### config.mk
export PLATFORM = sky130hd
export DESIGN_NAME = exc_vector_gen
export DESIGN_NICKNAME = d
export VERILOG_FILES = /design/src/rtl/exc_vec_pkg.sv /design/src/rtl/exc_vbr_reg.sv /design/src/rtl/exc_prio_sel.sv /design/src/rtl/exc_addr_form.sv /design/src/rtl/exc_vector_gen.sv
export SDC_FILE = /design/constraint.sdc
export NUM_CORES = 1
export LEC_CHECK = 0
export CAP_MARGIN = 20
export CORE_ASPECT_RATIO = 0.75
export CORE_UTILIZATION = 40
export CTS_BUF_LIST = sky130_fd_sc_hd__clkbuf_16
export DETAILED_ROUTE_END_ITERATION = 7
export PLACE_DENSITY = 0.71
export SETUP_SLACK_MARGIN = 0.2
export SYNTH_ARGS = -nofsm -noshare
export SYNTH_HDL_FRONTEND = slang
export SYNTH_HIERARCHICAL = 1
export SYNTH_SLANG_ARGS = --single-unit
### constraint.sdc
create_clock -name clk -period 4.7 [get_ports clk]
set_input_delay 1.175 -clock clk [delete_from_list [all_inputs] [get_ports clk]]
set_output_delay 1.175 -clock clk [all_outputs]
set_load 0.005 [all_outputs]
### src/rtl/exc_vec_pkg.sv
package exc_vec_pkg;

    typedef enum logic [2:0] {
        CLS_NONE,
        CLS_RESET,
        CLS_TLB,
        CLS_GEN,
        CLS_IRQ
    } vec_cls_e;

endpackage

### src/rtl/exc_vbr_reg.sv
module exc_vbr_reg #(
    parameter int ADDR_W = 32
) (
    input  logic              clk,
    input  logic              rst_n,
    input  logic              we,
    input  logic [ADDR_W-1:0] wdata,
    output logic [ADDR_W-1:0] vbr_q
);

    logic [ADDR_W-1:0] vbr_d;

    always_comb begin
        vbr_d = vbr_q;
        if (we) begin
            vbr_d = wdata;
        end
    end

    always_ff @(posedge clk or negedge rst_n) begin
        if (!rst_n) begin
            vbr_q <= '0;
        end else begin
            vbr_q <= vbr_d;
        end
    end

endmodule

### src/rtl/exc_prio_sel.sv
module exc_prio_sel
    import exc_vec_pkg::*;
#(
    parameter int NUM_RST      = 3,
    parameter int NUM_GEN      = 3,
    parameter int TLB_MISS_IDX = 1,
    localparam int CODE_W      = NUM_RST + NUM_GEN + 1
) (
    input  logic [NUM_RST-1:0] rst_req,
    input  logic [NUM_GEN-1:0] gen_req,
    input  logic               irq_req,
    output vec_cls_e           cls,
    output logic [CODE_W-1:0]  code
);

    logic [NUM_RST-1:0] rst_oh;
    logic [NUM_GEN-1:0] gen_oh;

    // Reset sources: ascending scan, so the highest active index is kept.
    always_comb begin
        rst_oh = '0;
        for (int i = 0; i < NUM_RST; i++) begin
            if (rst_req[i]) begin
                rst_oh    = '0;
                rst_oh[i] = 1'b1;
            end
        end
    end

    // General exceptions: descending scan, so the lowest index (earliest) is kept.
    always_comb begin
        gen_oh = '0;
        for (int i = NUM_GEN - 1; i >= 0; i--) begin
            if (gen_req[i]) begin
                gen_oh    = '0;
                gen_oh[i] = 1'b1;
            end
        end
    end

    always_comb begin
        cls  = CLS_NONE;
        code = '0;
        if (|rst_req) begin
            cls                    = CLS_RESET;
            code[NUM_RST-1:0]      = rst_oh;
        end else if (|gen_req) begin
            cls                    = gen_oh[TLB_MISS_IDX] ? CLS_TLB : CLS_GEN;
            code[NUM_RST +: NUM_GEN] = gen_oh;
        end else if (irq_req) begin
            cls                    = CLS_IRQ;
            code[CODE_W-1]         = 1'b1;
        end
    end

endmodule

### src/rtl/exc_addr_form.sv
module exc_addr_form
    import exc_vec_pkg::*;
#(
    parameter int              ADDR_W    = 32,
    parameter logic [ADDR_W-1:0] RESET_VEC = 32'hA000_0000,
    parameter logic [ADDR_W-1:0] OFF_GEN   = 32'h0000_0100,
    parameter logic [ADDR_W-1:0] OFF_TLB   = 32'h0000_0400,
    parameter logic [ADDR_W-1:0] OFF_IRQ   = 32'h0000_0600
) (
    input  vec_cls_e          cls,
    input  logic [ADDR_W-1:0] vbr,
    output logic [ADDR_W-1:0] addr
);

    logic [ADDR_W-1:0] offset;

    always_comb begin
        case (cls)
            CLS_TLB: offset = OFF_TLB;
            CLS_GEN: offset = OFF_GEN;
            CLS_IRQ: offset = OFF_IRQ;
            default: offset = '0;
        endcase
    end

    // Sum kept at ADDR_W bits: carry out is dropped, address wraps.
    always_comb begin
        if (cls == CLS_RESET) begin
            addr = RESET_VEC;
        end else begin
            addr = vbr + offset;
        end
    end

endmodule

### src/rtl/exc_vector_gen.sv
module exc_vector_gen
    import exc_vec_pkg::*;
#(
    parameter int              ADDR_W       = 32,
    parameter int              NUM_RST      = 3,
    parameter int              NUM_GEN      = 3,
    parameter int              TLB_MISS_IDX = 1,
    parameter logic [ADDR_W-1:0] RESET_VEC  = 32'hA000_0000,
    parameter logic [ADDR_W-1:0] OFF_GEN    = 32'h0000_0100,
    parameter logic [ADDR_W-1:0] OFF_TLB    = 32'h0000_0400,
    parameter logic [ADDR_W-1:0] OFF_IRQ    = 32'h0000_0600
) (
    input  logic                         clk,
    input  logic                         rst_n,
    input  logic                         vbr_we,
    input  logic [ADDR_W-1:0]            vbr_wdata,
    input  logic [NUM_RST-1:0]           rst_req,
    input  logic [NUM_GEN-1:0]           gen_req,
    input  logic                         irq_req,
    output logic                         vec_valid,
    output logic [ADDR_W-1:0]            vec_addr,
    output logic [NUM_RST+NUM_GEN:0]     vec_code
);

    localparam int CODE_W = NUM_RST + NUM_GEN + 1;

    typedef struct packed {
        logic              valid;
        logic [ADDR_W-1:0] addr;
        logic [CODE_W-1:0] code;
    } out_st_t;

    out_st_t           st_d, st_q;
    logic [ADDR_W-1:0] vbr_q;
    vec_cls_e          sel_cls;
    logic [CODE_W-1:0] sel_code;
    logic [ADDR_W-1:0] sel_addr;

    exc_vbr_reg #(
        .ADDR_W (ADDR_W)
    ) u_vbr (
        .clk    (clk),
        .rst_n  (rst_n),
        .we     (vbr_we),
        .wdata  (vbr_wdata),
        .vbr_q  (vbr_q)
    );

    exc_prio_sel #(
        .NUM_RST      (NUM_RST),
        .NUM_GEN      (NUM_GEN),
        .TLB_MISS_IDX (TLB_MISS_IDX)
    ) u_sel (
        .rst_req (rst_req),
        .gen_req (gen_req),
        .irq_req (irq_req),
        .cls     (sel_cls),
        .code    (sel_code)
    );

    exc_addr_form #(
        .ADDR_W    (ADDR_W),
        .RESET_VEC (RESET_VEC),
        .OFF_GEN   (OFF_GEN),
        .OFF_TLB   (OFF_TLB),
        .OFF_IRQ   (OFF_IRQ)
    ) u_addr (
        .cls  (sel_cls),
        .vbr  (vbr_q),
        .addr (sel_addr)
    );

    always_comb begin
        st_d       = st_q;
        st_d.valid = (sel_cls != CLS_NONE);
        st_d.code  = sel_code;
        if (sel_cls != CLS_NONE) begin
            st_d.addr = sel_addr;
        end
    end

    always_ff @(posedge clk or negedge rst_n) begin
        if (!rst_n) begin
            st_q <= '0;
        end else begin
            st_q <= st_d;
        end
    end

    assign vec_valid = st_q.valid;
    assign vec_addr  = st_q.addr;
    assign vec_code  = st_q.code;

endmodule

Word level (Yosys, flattened, before mapping). Cells that the tools add are included.

$add $sub $neg: 1. Mux-type cells: 17. Eq/ne operators: 4. Reduce and logical (&&, ||, !) cells: 3.

Operators with widths (number): $pmux 11 s3 (1); $add 32x11->32 (1); $mux 32 (1); $mux 3 (9); $eq 3x2->1 const B (2); $reduce_or 3->1 (2); $mux 1 (4); $mux 4 (1); $eq 3x1->1 const B (1); $eq 3x3->1 const B (1); $reduce_bool 3->1 (1); $mux 2 (1).

Input bits: 42. Output and inout port bits: 40. Bits in registers: 72.

Longest topological paths before layout.
Word-level depth: 10. Gate-level depth with buffers: 12.

Hierarchy. The synthesis kept the hierarchy.

By module, submodules not included: exc_vector_gen (sequential area each 1001.0 um^2, area each 1415.1 um^2, instances 1, cells each 77); exc_vbr_reg (sequential area each 800.8 um^2, area each 1345.0 um^2, instances 1, cells each 68); exc_addr_form (sequential area each 0.0 um^2, area each 800.8 um^2, instances 1, cells each 128); exc_prio_sel (sequential area each 0.0 um^2, area each 98.8 um^2, instances 1, cells each 14).

Worst setup path after synthesis. Ideal clock, no wire load.

Path kind: input -> register. From: input gen_req[2]. To: register st_q (netlist bit vec_addr[30]). Data required time: 4.635 ns. Path buffers: 0. Data arrival time: 3.964 ns. Stages: 11. Setup slack: 0.671 ns. Cells stage by stage: inv_1 > o21ai_0 > and3b_1 > ha_1 > inv_1 > fa_1 > nand2b_1 > a2111o_1 > or4_1 > a21oi_1 > mux2_1.

Longest elaborated chain between the ends: 7. Elaborated cells on any way between the ends: 11.

RTL lines: start: declaration (line exc_vector_gen.sv:18) `input logic [NUM_GEN-1:0] gen_req,`; $reduce_or 3->1 (*) (line exc_prio_sel.sv:47) `end else if (|gen_req) begin`; $mux 3 (*) (line exc_prio_sel.sv:47); $mux 3 (*) (line exc_prio_sel.sv:44) `if (|rst_req) begin`; via sel_cls[0] (line exc_vector_gen.sv:35) `vec_cls_e sel_cls;`; $eq 3x3->1 / $eq 3x2->1 (equally long branches) (line exc_addr_form.sv:18) `case (cls)`; $pmux 11 s3 (line exc_addr_form.sv:18); $add 32x11->32 (line exc_addr_form.sv:31) `addr = vbr + offset;`; $mux 32 (*) (line exc_addr_form.sv:28) `if (cls == CLS_RESET) begin`; via sel_addr[30] (line exc_vector_gen.sv:37) `logic [ADDR_W-1:0] sel_addr;`; end signal: assignment (line exc_vector_gen.sv:86) `st_q <= st_d;`; end: declaration (line exc_vector_gen.sv:33) `out_st_t st_d, st_q;`.

Mark *: on every way through the listed nets, which the timed path passes. The rest lies on a longest branch. A chain may end at the register's enable or synchronous reset.

Worst setup path after layout.
From: input rst_req[2]. To: register st_q (netlist bit vec_addr[28]).

Longest elaborated chain between the ends: 6. Elaborated cells on any way between the ends: 10.

RTL lines: start: declaration (line exc_vector_gen.sv:17) `input logic [NUM_RST-1:0] rst_req,`; $reduce_or 3->1 (*) (line exc_prio_sel.sv:44); $mux 3 (*) (line exc_prio_sel.sv:44); via sel_cls[2] (line exc_vector_gen.sv:35); $eq 3x3->1 / $eq 3x2->1 (equally long branches) (line exc_addr_form.sv:18); $pmux 11 s3 (line exc_addr_form.sv:18); $add 32x11->32 (line exc_addr_form.sv:31); $mux 32 (*) (line exc_addr_form.sv:28); via sel_addr[28] (line exc_vector_gen.sv:37).

Marked as above.

==> impl_results.md <==
* CP Data Required Time at 4.97 ns
* H-tree Lvls at 3
* Residual DRC at 0
* WS Path Type: in2reg
* Critical path's slowest cell: a2111o_1
* Num Clock Sinks at 72
* Peak supply drop at ~0.00015 V
* Buffers on Ports at between 80 and 90
* CP Data Arrival Time at 4.56 ns
* Synth Cell Area at around 3700 um2
* Status: finished clean
* Synth warnings at 6
* Tmin final at 4.29 ns
* Drt total wl at between 7 and 8 mm
* Number of DRC markers in iteration 0 at 120
* CTS tree: built
* Layout cell share with drive strength beyond 1 at 24.9%
* Fin crit share at 91.2%
* Setup TNS at 0 ns
* Synthesized net count at 333
* Mapped Avg Cell Area at 12.8 um2
* Synth cell types at between 40 and 50
* Total grt overflow at 0
* Slew @ Worst Pin at ~1.1 ns
* Critical path buffer and inverter count at 1
* CTS clk-pin slew, worst paths at 0.05 ns
* Pwr/cell area at 324 nW/um2
* Crit-path cells: clkdlybuf4s50_1 -> nor4_2 -> and3_2 -> nand2_1 -> fa_1 -> nand2b_1 -> a2111o_1 -> or4_1 -> a21oi_1 -> mux2_1
* DRT Pass-1 Iters at 4
* Total power at 1.56 mW
* Core Area at 8670 um2
* Root Buffer: clkbuf_16
* Area growth from synthesis to layout at 31.3%
* Post-layout util at 55.4%
* Syn Inst Count at between 200 and 300
* Vias per cell at 5.22
* Part of the Yosys area used for sequential elements at about half
* TritonCTS Buffers at 9
* Ys async rst share at 100%
* Post-DP HPWL at between 5 and 6 mm
* # setup viols final at 0
* Row Count at 29
* Max-cap violations at 0
* Die height at about 85 um
* Global-route wire length before repair at around 13 mm
* Worst path max stage delay at roughly 0.56 ns
* Final Hold Fails at 0
* # diodes at 0
* GRT Total Usage at between 10% and 20%
* CTS Buffer Depth at 2
* Fmax at 0.233 GHz
* CP top delay family: simple AND/OR/NAND/NOR gates
* Worst min-delay path category: reg2reg
* Largest net degree at the start of global routing at 73
* Later-pin clock latency in the skew report at 0.34 ns
* Nets@finish at 419
* Initial antenna violation count at 0
* Crit. End Element: flip-flop
* CP Max Fanout at 10
* Top FF cell, synth: dfrtp_1
* Min Hold Slack at 0.503 ns
* Max-slew violations at 0
* Die area at 9540 um2
* Leakage power at 2.07 nW
* Post-synth EDFFs at 0
* Vias after detailed routing at 2537
* Max Clock Skew at 0.00392 ns
* Vias in the first global route at 2511
* Placer Congestion at 0.733
* I/O pin total at 82
* Wire per inst at 15.9 um
* Initial Util at 42.2%
* Die W at around 110 um
* Yosys reg bits at 72
* RSZ-0062 raised after global routing: false
* Startpoint class of the critical path: input pin
* Relative slew slack at 29.4%
* Antenna Nets Post-Route at 0
-- layout make-up --
cell class	count	area, um2
Inverter	10	37.5
Multi-Input combinational cell	192	1700
Fill cell	740	3870
Clock inverter	7	53.8
Sequential cell	72	1800
Tap cell	108	135
Timing Repair Buffer	88	856
Clock buffer	9	225
-- synth_stat cells, types with 4 or more instances --
cell type   n  area share, %
o31ai_1     7            1.4
xnor2_1     7            1.7
nand2_1    12            1.2
and2_1     11            1.9
a21oi_1    14            1.9
clkbuf_1    5           0.51
buf_6       4            1.2
inv_1      10            1.0
dfrtp_1    72             49
nor2_1     13            1.3
or4_1       6            1.2
nand3_1    10            1.4
mux2_2     32            9.8
mux2_4     30             12
o21ai_0     5           0.68
-- path summary, 6_finish.rpt --
kind	start	slack, ns	cells after the start	to
max in group asynchronous	rst_n	3.15	1	vec_addr[28]
worst max-delay path	rst_req[2]	0.41	10	vec_addr[28]
worst min register to register	vec_addr[4]	0.50	1	vec_addr[4]
worst max register to register	u_vbr/vbr_q[8]	2.08	8	vec_addr[28]
worst min-delay path	vec_addr[4]	0.50	1	vec_addr[4]
min in group asynchronous	rst_n	0.97	1	vec_code[6]
-- state kept, by name (all words and copies together) (netlist names) --
register / count
vec_addr: 32
vec_valid: 1
vec_code: 7
u_vbr/vbr_q: 32
-- metrics by stage --
stage          instances  worst slack [ns]  area (um2)
6_report             486             0.414        4800
5_1_grt              486             0.209        4800
3_5_place_dp         470           -0.0193        4520
3_3_place_gp         470             0.127        4520
2_1_floorplan        287             0.671        3660
4_1_cts              486             0.331        4800
-- layout by cell type (no fill, tap or decap), types with 9 or more instances in the layout --
| cell | Yosys | final |
|---|---|---|
| clkbuf_16 | 0 | 9 |
| mux2_4 | 30 | 30 |
| nand2_1 | 12 | 12 |
| and2_1 | 11 | 11 |
| dfrtp_1 | 72 | 72 |
| clkdlybuf4s50_1 | 0 | 79 |
| a21oi_1 | 14 | 14 |
| nand3_1 | 10 | 10 |
| nor2_1 | 13 | 13 |
| inv_1 | 10 | 11 |
| mux2_2 | 32 | 32 |
-- what timing repair did --
action,CTS,global route
gates resized for setup,0,2
hold buffers,0,0
endpoints found under the setup margin,0,3
setup buffers,0,0
-- per-layer routing --
metal,global-route usage [%],vias to the layer above,share of wire [%]
met4,3.39,0,0.40
met3,6.93,5,4.5
li1,-,1208,-
met5,0,-,0
met2,25.8,59,45
met1,24.6,1265,50
-- where the power goes --
part | switching, mW | internal [mW]
clock network | 0.245 | 0.400
registers | 0.0426 | 0.664
logic | 0.0751 | 0.130
total | 0.363 | 1.19
-- cells by family after synthesis --
| logic type | share of synthesized area (%) |
|---|---|
| and+or+nand+nor | 13.2 |
| DFF | 49.2 |
| muxes | 23.0 |
| AOI/OAI and AO/OA | 6.19 |
| buffers and inverters | 4.62 |
| xor gates and xnor gates | 2.15 |
| adders and majority gates | 1.57 |
No activity file was read; power rests on OpenSTA's default activity.
